[src/rtl/psram_init_pkg.sv]
package psram_init_pkg;

  localparam logic [7:0] OP_QUAD_EXIT  = 8'hF5;
  localparam logic [7:0] OP_READ_ID    = 8'h9F;
  localparam logic [7:0] OP_RST_ENABLE = 8'h66;
  localparam logic [7:0] OP_RST_DO     = 8'h99;
  localparam logic [7:0] OP_QUAD_ENTER = 8'h35;
  localparam logic [7:0] GOOD_DIE_MARK = 8'h5D;
  localparam logic [7:0] EXT_SPECIAL   = 8'h26;

  typedef enum logic [2:0] {
    ST_GAP,
    ST_REQ,
    ST_WAIT,
    ST_DONE,
    ST_FAIL
  } seq_state_e;

  typedef enum logic [2:0] {
    STEP_EXIT     = 3'd0,
    STEP_ID       = 3'd1,
    STEP_ID_RETRY = 3'd2,
    STEP_RST_EN   = 3'd3,
    STEP_RST      = 3'd4,
    STEP_ENTER    = 3'd5
  } seq_step_e;

  typedef enum logic [1:0] {
    CAP_UNKNOWN = 2'd0,
    CAP_2MB     = 2'd1,
    CAP_4MB     = 2'd2,
    CAP_8MB     = 2'd3
  } cap_code_e;

endpackage

[src/rtl/psram_cmd_table.sv]
module psram_cmd_table
  import psram_init_pkg::*;
#(
  parameter int LEN_W = 6,
  parameter int ID_W  = 24
) (
  input  seq_step_e        step,
  output logic [7:0]       opcode,
  output logic             quad,
  output logic [LEN_W-1:0] addr_bits,
  output logic [LEN_W-1:0] dummy_bits,
  output logic [LEN_W-1:0] rx_bits,
  output logic             is_id
);
  localparam logic [LEN_W-1:0] ID_LEN = LEN_W'(ID_W);

  always_comb begin
    opcode     = OP_QUAD_EXIT;
    quad       = 1'b0;
    addr_bits  = '0;
    dummy_bits = '0;
    rx_bits    = '0;
    is_id      = 1'b0;
    case (step)
      STEP_EXIT: begin
        opcode = OP_QUAD_EXIT;
        quad   = 1'b1;
      end
      STEP_ID, STEP_ID_RETRY: begin
        opcode    = OP_READ_ID;
        addr_bits = ID_LEN;
        rx_bits   = ID_LEN;
        is_id     = 1'b1;
      end
      STEP_RST_EN: opcode = OP_RST_ENABLE;
      STEP_RST:    opcode = OP_RST_DO;
      STEP_ENTER:  opcode = OP_QUAD_ENTER;
      default:     opcode = OP_QUAD_EXIT;
    endcase
  end
endmodule

[src/rtl/psram_id_decode.sv]
module psram_id_decode
  import psram_init_pkg::*;
#(
  parameter int ID_W = 24
) (
  input  logic [ID_W-1:0] id_word,
  output logic            id_good,
  output cap_code_e       cap
);
  localparam int MARK_LSB = 8;
  localparam int EXT_LSB  = 16;
  localparam int SIZE_LSB = 5;

  logic [7:0] mark_byte;
  logic [7:0] ext_byte;
  logic [2:0] size_field;

  assign mark_byte  = id_word[MARK_LSB +: 8];
  assign ext_byte   = id_word[EXT_LSB +: 8];
  assign size_field = ext_byte[SIZE_LSB +: 3];
  assign id_good    = (mark_byte == GOOD_DIE_MARK);

  always_comb begin
    if (ext_byte == EXT_SPECIAL) begin
      cap = CAP_8MB;
    end else begin
      case (size_field)
        3'd0:    cap = CAP_2MB;
        3'd1:    cap = CAP_4MB;
        3'd2:    cap = CAP_8MB;
        default: cap = CAP_UNKNOWN;
      endcase
    end
  end
endmodule

[src/rtl/psram_gap_timer.sv]
module psram_gap_timer #(
  parameter int GAP_W = 4
) (
  input  logic             clk,
  input  logic             rst_n,
  input  logic             run,
  input  logic [GAP_W-1:0] gap_len,
  output logic             expired
);
  logic [GAP_W-1:0] cnt_q;
  logic [GAP_W:0]   eff_len;

  assign eff_len = (gap_len == '0) ? (GAP_W+1)'(1) : {1'b0, gap_len};
  assign expired = run && (({1'b0, cnt_q} + (GAP_W+1)'(1)) >= eff_len);

  always_ff @(posedge clk) begin
    if (!rst_n || !run || expired) cnt_q <= '0;
    else                           cnt_q <= cnt_q + GAP_W'(1);
  end
endmodule

[src/rtl/psram_init_seq.sv]
module psram_init_seq
  import psram_init_pkg::*;
#(
  parameter int LEN_W = 6,
  parameter int ID_W  = 24,
  parameter int GAP_W = 4
) (
  input  logic             clk,
  input  logic             rst_n,
  input  logic [GAP_W-1:0] gap_cycles,
  output logic             req_valid,
  input  logic             req_ready,
  output logic [7:0]       req_opcode,
  output logic             req_quad,
  output logic [LEN_W-1:0] req_addr_bits,
  output logic [LEN_W-1:0] req_dummy_bits,
  output logic [LEN_W-1:0] req_rx_bits,
  input  logic             rsp_valid,
  output logic             rsp_ready,
  input  logic [ID_W-1:0]  rsp_data,
  output logic             done,
  output logic             error,
  output logic [ID_W-1:0]  dev_id,
  output logic [1:0]       cap_code
);
  seq_state_e state_q, state_d;
  seq_step_e  step_q, step_d;
  logic       gap_expired;
  logic       step_is_id;
  logic       id_good;
  cap_code_e  id_cap;
  logic       rsp_take;
  logic [ID_W-1:0] dev_id_q;
  cap_code_e  cap_q;

  psram_cmd_table #(.LEN_W(LEN_W), .ID_W(ID_W)) table_i (
    .step       (step_q),
    .opcode     (req_opcode),
    .quad       (req_quad),
    .addr_bits  (req_addr_bits),
    .dummy_bits (req_dummy_bits),
    .rx_bits    (req_rx_bits),
    .is_id      (step_is_id)
  );

  psram_id_decode #(.ID_W(ID_W)) decode_i (
    .id_word (rsp_data),
    .id_good (id_good),
    .cap     (id_cap)
  );

  psram_gap_timer #(.GAP_W(GAP_W)) gap_i (
    .clk     (clk),
    .rst_n   (rst_n),
    .run     (state_q == ST_GAP),
    .gap_len (gap_cycles),
    .expired (gap_expired)
  );

  assign req_valid = (state_q == ST_REQ);
  assign rsp_ready = (state_q == ST_WAIT);
  assign rsp_take  = rsp_ready && rsp_valid;
  assign done      = (state_q == ST_DONE);
  assign error     = (state_q == ST_FAIL);
  assign dev_id    = dev_id_q;
  assign cap_code  = cap_q;

  always_comb begin
    state_d = state_q;
    step_d  = step_q;
    case (state_q)
      ST_GAP: if (gap_expired) state_d = ST_REQ;
      ST_REQ: if (req_ready)   state_d = ST_WAIT;
      ST_WAIT: begin
        if (rsp_take) begin
          if (step_is_id) begin
            if (id_good) begin
              step_d  = STEP_RST_EN;
              state_d = ST_GAP;
            end else if (step_q == STEP_ID) begin
              step_d  = STEP_ID_RETRY;
              state_d = ST_GAP;
            end else begin
              state_d = ST_FAIL;
            end
          end else if (step_q == STEP_ENTER) begin
            state_d = ST_DONE;
          end else begin
            step_d  = seq_step_e'(step_q + 3'd1);
            state_d = ST_GAP;
          end
        end
      end
      ST_DONE: state_d = ST_DONE;
      ST_FAIL: state_d = ST_FAIL;
      default: state_d = ST_FAIL;
    endcase
  end

  always_ff @(posedge clk) begin
    if (!rst_n) begin
      state_q  <= ST_GAP;
      step_q   <= STEP_EXIT;
      dev_id_q <= '0;
      cap_q    <= CAP_UNKNOWN;
    end else begin
      state_q <= state_d;
      step_q  <= step_d;
      if (rsp_take && step_is_id) begin
        dev_id_q <= rsp_data;
        if (id_good) cap_q <= id_cap;
      end
    end
  end
endmodule

[config.mk]
export PLATFORM = sky130hd
export DESIGN_NAME = psram_init_seq
export DESIGN_NICKNAME = d
export VERILOG_FILES = /design/src/rtl/psram_init_pkg.sv /design/src/rtl/psram_cmd_table.sv /design/src/rtl/psram_id_decode.sv /design/src/rtl/psram_gap_timer.sv /design/src/rtl/psram_init_seq.sv
export SDC_FILE = /design/constraint.sdc
export NUM_CORES = 1
export LEC_CHECK = 0
export BUFFER_PORTS_ARGS = -buffer_cell sky130_fd_sc_hd__buf_2
export CAP_MARGIN = 20
export CORE_UTILIZATION = 40
export CTS_CLUSTER_SIZE = 30
export DETAILED_ROUTE_END_ITERATION = 8
export HOLD_SLACK_MARGIN = 0.06
export PLACE_DENSITY_LB_ADDON = 0.08
export SYNTH_ARGS = -nofsm -noshare
export SYNTH_HDL_FRONTEND = slang
export SYNTH_SLANG_ARGS = --single-unit
[constraint.sdc]
create_clock -name clk -period 2.6 [get_ports clk]
set_input_delay 0.39 -clock clk [delete_from_list [all_inputs] [get_ports clk]]
set_output_delay 0.39 -clock clk [all_outputs]
set_load 0.05 [all_outputs]
# Word-level counts from Yosys, hierarchy flattened
# Cells that the tools add are included.
[classes]
addsub = 3
n_lt_le_gt_ge = 1
eq_ne = 18
mux = 19
n_reduce_logical = 15
[ops]
columns = ["operator", "count"]
rows = [
  ["$pmux W8 S4", 1],
  ["$mux W3", 10],
  ["$eq A3 B2 Y1 const B", 5],
  ["$pmux W3 S4", 1],
  ["$eq A3 B1 Y1 const B", 3],
  ["$eq A3 B3 Y1 const B", 3],
  ["$logic_not A3 Y1", 3],
  ["$eq A8 B6 Y1 const B", 1],
  ["$eq A8 B7 Y1 const B", 1],
  ["$pmux W2 S3", 1],
  ["$add A4 B1 Y5 const B", 1],
  ["$ge A5 B5 Y1", 1],
  ["$mux W5", 1],
  ["$add A4 B1 Y4 const B", 1],
  ["$logic_not A4 Y1", 1],
  ["$mux W2", 2],
  ["$mux W4", 1],
  ["$ne A2 B1 Y1 const B", 2],
  ["$ne A2 B2 Y1 const B", 2],
  ["$reduce_and A4 Y1", 1],
  ["$add A3 B1 Y3 const B", 1],
  ["$logic_and A1 B1 Y1", 3],
  ["$ne A3 B1 Y1 const B", 1],
  ["$reduce_and A3 Y1", 1],
  ["5 further kinds", 8],
]
[word_totals]
register_bits = 36
inputBits = 32
output_inout_bits = 57

# Longest topological paths before layout
[logic_depth]
ltp_word = 6
depth_mapped = 8
mapped_depth_nobuf = 7

# Hierarchy
# From an unflattened synthesis, not the netlist that was laid out.
[unflattened]
cells_unflattened = 243
hier_area_um2 = 2084.5
[modules_own_cells]
columns = ["mod", "n_inst", "cells_per_inst", "area_each_um2"]
rows = [
  ["psram_init_seq", 1, 169, 1490.2],
  ["psram_gap_timer", 1, 28, 270.3],
  ["psram_cmd_table", 1, 37, 256.5],
  ["psram_id_decode", 1, 9, 67.6],
]

# Worst setup path after synthesis
# OpenSTA, ideal clock, no wires.
[synth_timing]
kind = "register -> output"
start = "register step_q[1]"
end = "output port req_opcode[6]"
t_arrival_ns = 2.360
required_ns = 2.210
path_slack_ns = -0.150
path_stages_with_launch = 6
cell_sequence = "dfxtp_1 inv_1 ha_1 o31ai_2 inv_2 o21ai_0"
[synth_between]
elab_chain_len = 3
word_cells_on_any_way = 7
[synth_rtl]
columns = ["element", "line_no", "source"]
rows = [
  ["start, declared", "psram_init_seq.sv:27", "seq_step_e step_q, step_d;"],
  ["start signal, assigned", "psram_init_seq.sv:108", "step_q <= step_d;"],
  ["$eq A3 B1 Y1 / $eq A3 B2 Y1 (equally long branches)", "psram_cmd_table.sv:24", "case (step)"],
  ["$reduce_or A2 Y1", "psram_cmd_table.sv:24", ""],
  ["$pmux W8 S4 (*)", "psram_cmd_table.sv:24", ""],
  ["end, declared", "psram_init_seq.sv:13", "output logic [7:0] req_opcode,"],
]
# Mark *: on every way between the ends. The rest lies on a longest branch, timed or not.

# Final worst setup path
[layout_timing]
start = "register step_q[0]"
end = "output port req_opcode[2]"
# The elaborated chain is that of the path after synthesis.

==> results.yml <==
synth:
  synth_top_area_cells: "sky130_fd_sc_hd__dfxtp_1, sky130_fd_sc_hd__nand2_1, sky130_fd_sc_hd__buf_4"
  post_synthesis_average_cell_area_um2: 8.18
  synth.cell_area_um2: 1920
  count_of_flip_flops_with_a_built_in_enable_after_synthesis: 0
  yosysWarnings: 0
  postSynth.asyncResetShare_pct: 0
  top_cell_types_by_occurrence_after_synthesis: "sky130_fd_sc_hd__nand2_1, sky130_fd_sc_hd__dfxtp_1, sky130_fd_sc_hd__a21oi_1, sky130_fd_sc_hd__buf_4, sky130_fd_sc_hd__inv_1"
  synth-seq-cells: 36
  yosysSeqAreaShare_pct: 37.5
  yosys.cell_count.top_type: "sky130_fd_sc_hd__nand2_1"
  syn-instance-count: 235
  yosys_most_used_dff: "sky130_fd_sc_hd__dfxtp_1"
  synthDominantAreaCellType: "sky130_fd_sc_hd__dfxtp_1"
  yosys_cell_types: 45
  synth_top_area_share_pct: 37.5
finish:
  layout.nets: 343
  fillerInstances: 468
  area.growth.synth_to_final_pct: 21.4
  final_cell_area_um2: 2330
  finalCoreUtilization_pct: 52.1
  antenna_cells: 0
  drive_above_1_share_pct: 29.5
routing:
  wl_um: 4030
  routed-via-count: 1737
  routed_via_density: 4.91
  detailedRoute.firstPassIterationCount: 6
  post-route-drc-count: 6
  antenna_violating_nets_post_route: 0
  detail_route.iter0.violations: 48
  wl_per_cell_um: 11.4
floorplanning:
  rows: 24
  start_util_pct: 43.0
  fp.dieArea_um2: 5090
  core_region_area_um2: 4470
  die_height_um: 71.3
  ioPinCount: 89
  die_w_um: 71.3
pwr:
  leak_nw: 1.06
  pwr-share-seq_pct: 39.8
  pwr-share-comb_pct: 29.8
  cellPowerDensity_nw_per_um2: 669
  power_report.internal_total_mw: 1.02
  vdd.ir_drop.worst_mv: 0.290
  sw_frac_of_total_pct: 34.4
  netSwitchingPower_mw: 0.536
  clock_power_share_pct: 30.4
  total_power_mw: 1.56
clock_tree:
  holdBufCountCts: 0
  insertion_delay_ns: 0.28
  worst_setup_hold_path_clk_slew_ns: 0.07
  clock_tree.buffer_depth: 2
  count_of_h_tree_levels_built_during_cts: 2
  tritoncts: "built"
  numCtsBuffers: 5
  clock_root_buffer: "sky130_fd_sc_hd__clkbuf_8"
  clock_sink_count: 36
  postCtsSetupRepairBufs: 0
sta:
  tcrit_tclk_final_pct: 93.0
  slew_headroom_pct: 35.0
  final-hold-violation-count: 0
  skew_ns: 0.00461
  layout_min_cycle_time_ns: 2.42
  slew_viol_final: 0
  setup-violations-final: 0
  final_setup_tns_ns: 0
  clock.fmax_mhz: 414
  rsz_0062_raised_after_global_routing: "no"
  tightest_slew_ns: 0.974
global_routing:
  antenna_found_initial: 0
  first_pass_grt_wire_length_um: 6950
  grt_start_max_net_pins: 27
  grt.total_usage_pct: 17.1
  grt_pass1_vias: 1636
  grt.overflow.total: 0
placement:
  port_buffers: 74
  placement.cell_area_um2: 2220
  dp_hpwl_um: 3050
  place.gp.congestion: 0.775
critical_path:
  highest_net_fanout_along_the_worst_path: 4
  worst_ep_required_time_ns: 2.21
  path_class: "reg -> out"
  r2r_setup_slack_ns: 0.44
  cp_slowest_stage_delay_ns: 0.38
  critical_path.cell_chain: "inv_1 -> ha_1 -> o31ai_4 -> inv_2 -> o32a_1 -> o21ai_0 -> buf_2"
  critical_path.startpoint_type: "flip-flop"
  worst_ep_arrival_time_ns: 2.03
  end_kind: "primary output"
  worst_path_max_delay_cell: "sky130_fd_sc_hd__dfxtp_1"
status:
  outcome: "finished with violations"
  failed_checks: "DRC"
min_path:
  min-delay-path-class: "in -> reg"
flow_run:
  max_cap_viol_count: 0
-- area by class of cell --
| cell class | count | area, um2 | share of cell area, % |
|---|---|---|---|
| tap | 52 | 65.1 | 2.79 |
| sequential | 36 | 721 | 30.9 |
| multi-input combinational | 169 | 1000 | 43.1 |
| clock buffer | 6 | 72.6 | 3.11 |
| clock inverter | 2 | 35.0 | 1.50 |
| inverter | 13 | 48.8 | 2.09 |
| timing repair buffer | 76 | 385 | 16.5 |
-- worst max-delay path, delay by kind of cell, from the launching register on --
kind            cells  cell delay [ns]
compound gates      3             0.59
fa+ha+maj           1             0.30
buf+inv             3             0.47
flops               1             0.38
-- through the flow --
| step | instances | hold slack, ns | setup WS (ns) |
|---|---|---|---|
| 3_3_place_gp | 346 | 0.441 | 0.446 |
| 5_1_grt | 354 | 0.344 | 0.0636 |
| 6_report | 354 | 0.342 | 0.182 |
| 2_1_floorplan | 248 | 0.456 | 0.00209 |
| 4_1_cts | 354 | 0.335 | 0.103 |
| 3_5_place_dp | 346 | 0.445 | 0.411 |
-- logic make-up (layout without fill, tap and decap cells) --
group,count (synthesis),after routing,share of synthesized area (%)
AND/OR/NAND/NOR,90,90,22.9
AO/OA/AOI/OAI,51,51,17.8
buffers and inverters,43,97,13.2
flip-flops,36,36,37.5
adder cells (fa/ha/maj),10,10,6.51
XOR/XNOR,3,3,1.37
other,1,14,0.195
multiplexers,1,1,0.521
-- worst paths after layout --
check	depth (start not counted)	startpoint	to
worst max-delay path	7	step_q[0]$_SDFFE_PN0P_	req_opcode[2]
worst max register to register	7	step_q[1]$_SDFFE_PN0P_	cap_code[0]$_SDFFE_PN0P_
worst min register to register	2	dev_id[23]$_SDFFE_PN0P_	dev_id[23]$_SDFFE_PN0P_
worst min-delay path	3	rsp_data[2]	dev_id[2]$_SDFFE_PN0P_
-- metal layers --
metal | global-route usage [%] | part of all wire, % | vias up
met3 | 4.78 | 6.4 | 8
met2 | 29.8 | 48 | 56
li1 | - | - | 891
met5 | 0 | 0 | -
met4 | 6.89 | 1.9 | 0
met1 | 19.8 | 44 | 782
-- placed cells by master (no fill, tap or decap), types with 2 or more instances in the layout --
cell type	synthesis	final
sky130_fd_sc_hd__a211oi_1	2	2
sky130_fd_sc_hd__a21boi_0	7	7
sky130_fd_sc_hd__a21oi_1	22	22
sky130_fd_sc_hd__and3_1	3	3
sky130_fd_sc_hd__buf_2	4	74
sky130_fd_sc_hd__buf_4	21	2
sky130_fd_sc_hd__clkbuf_8	0	5
sky130_fd_sc_hd__conb_1	1	14
sky130_fd_sc_hd__dfxtp_1	36	36
sky130_fd_sc_hd__ha_1	10	10
sky130_fd_sc_hd__inv_1	12	12
sky130_fd_sc_hd__nand2_1	53	53
sky130_fd_sc_hd__nand2b_1	4	4
sky130_fd_sc_hd__nand3_1	8	8
sky130_fd_sc_hd__nand4b_1	2	2
sky130_fd_sc_hd__nand4bb_1	2	2
sky130_fd_sc_hd__nor2_1	7	7
sky130_fd_sc_hd__nor4_1	2	2
sky130_fd_sc_hd__o21ai_0	6	5
sky130_fd_sc_hd__o31ai_1	4	4
sky130_fd_sc_hd__xnor2_1	2	2
-- power by group through the flow --
stage	sequential [mW]	clock [mW]	combinational, mW
2_1_floorplan	0.620	0	0.405
3_3_place_gp	0.634	0	0.468
3_5_place_dp	0.635	0	0.469
4_1_cts	0.622	0.490	0.469
5_1_grt	0.630	0.514	0.515
6_report	0.622	0.474	0.465
-- registers in the layout (all words and copies together) (netlist names) --
register / cells
dev_id: 24
state_q: 3
step_q: 3
gap_i.cnt_q: 4
cap_code: 2
-- repair_timing --
item	in CTS	in global routing
hold endpoints to repair	0	0
resized for setup	0	1
setup endpoints to repair	0	1
Power figures use the tool's default switching activity.
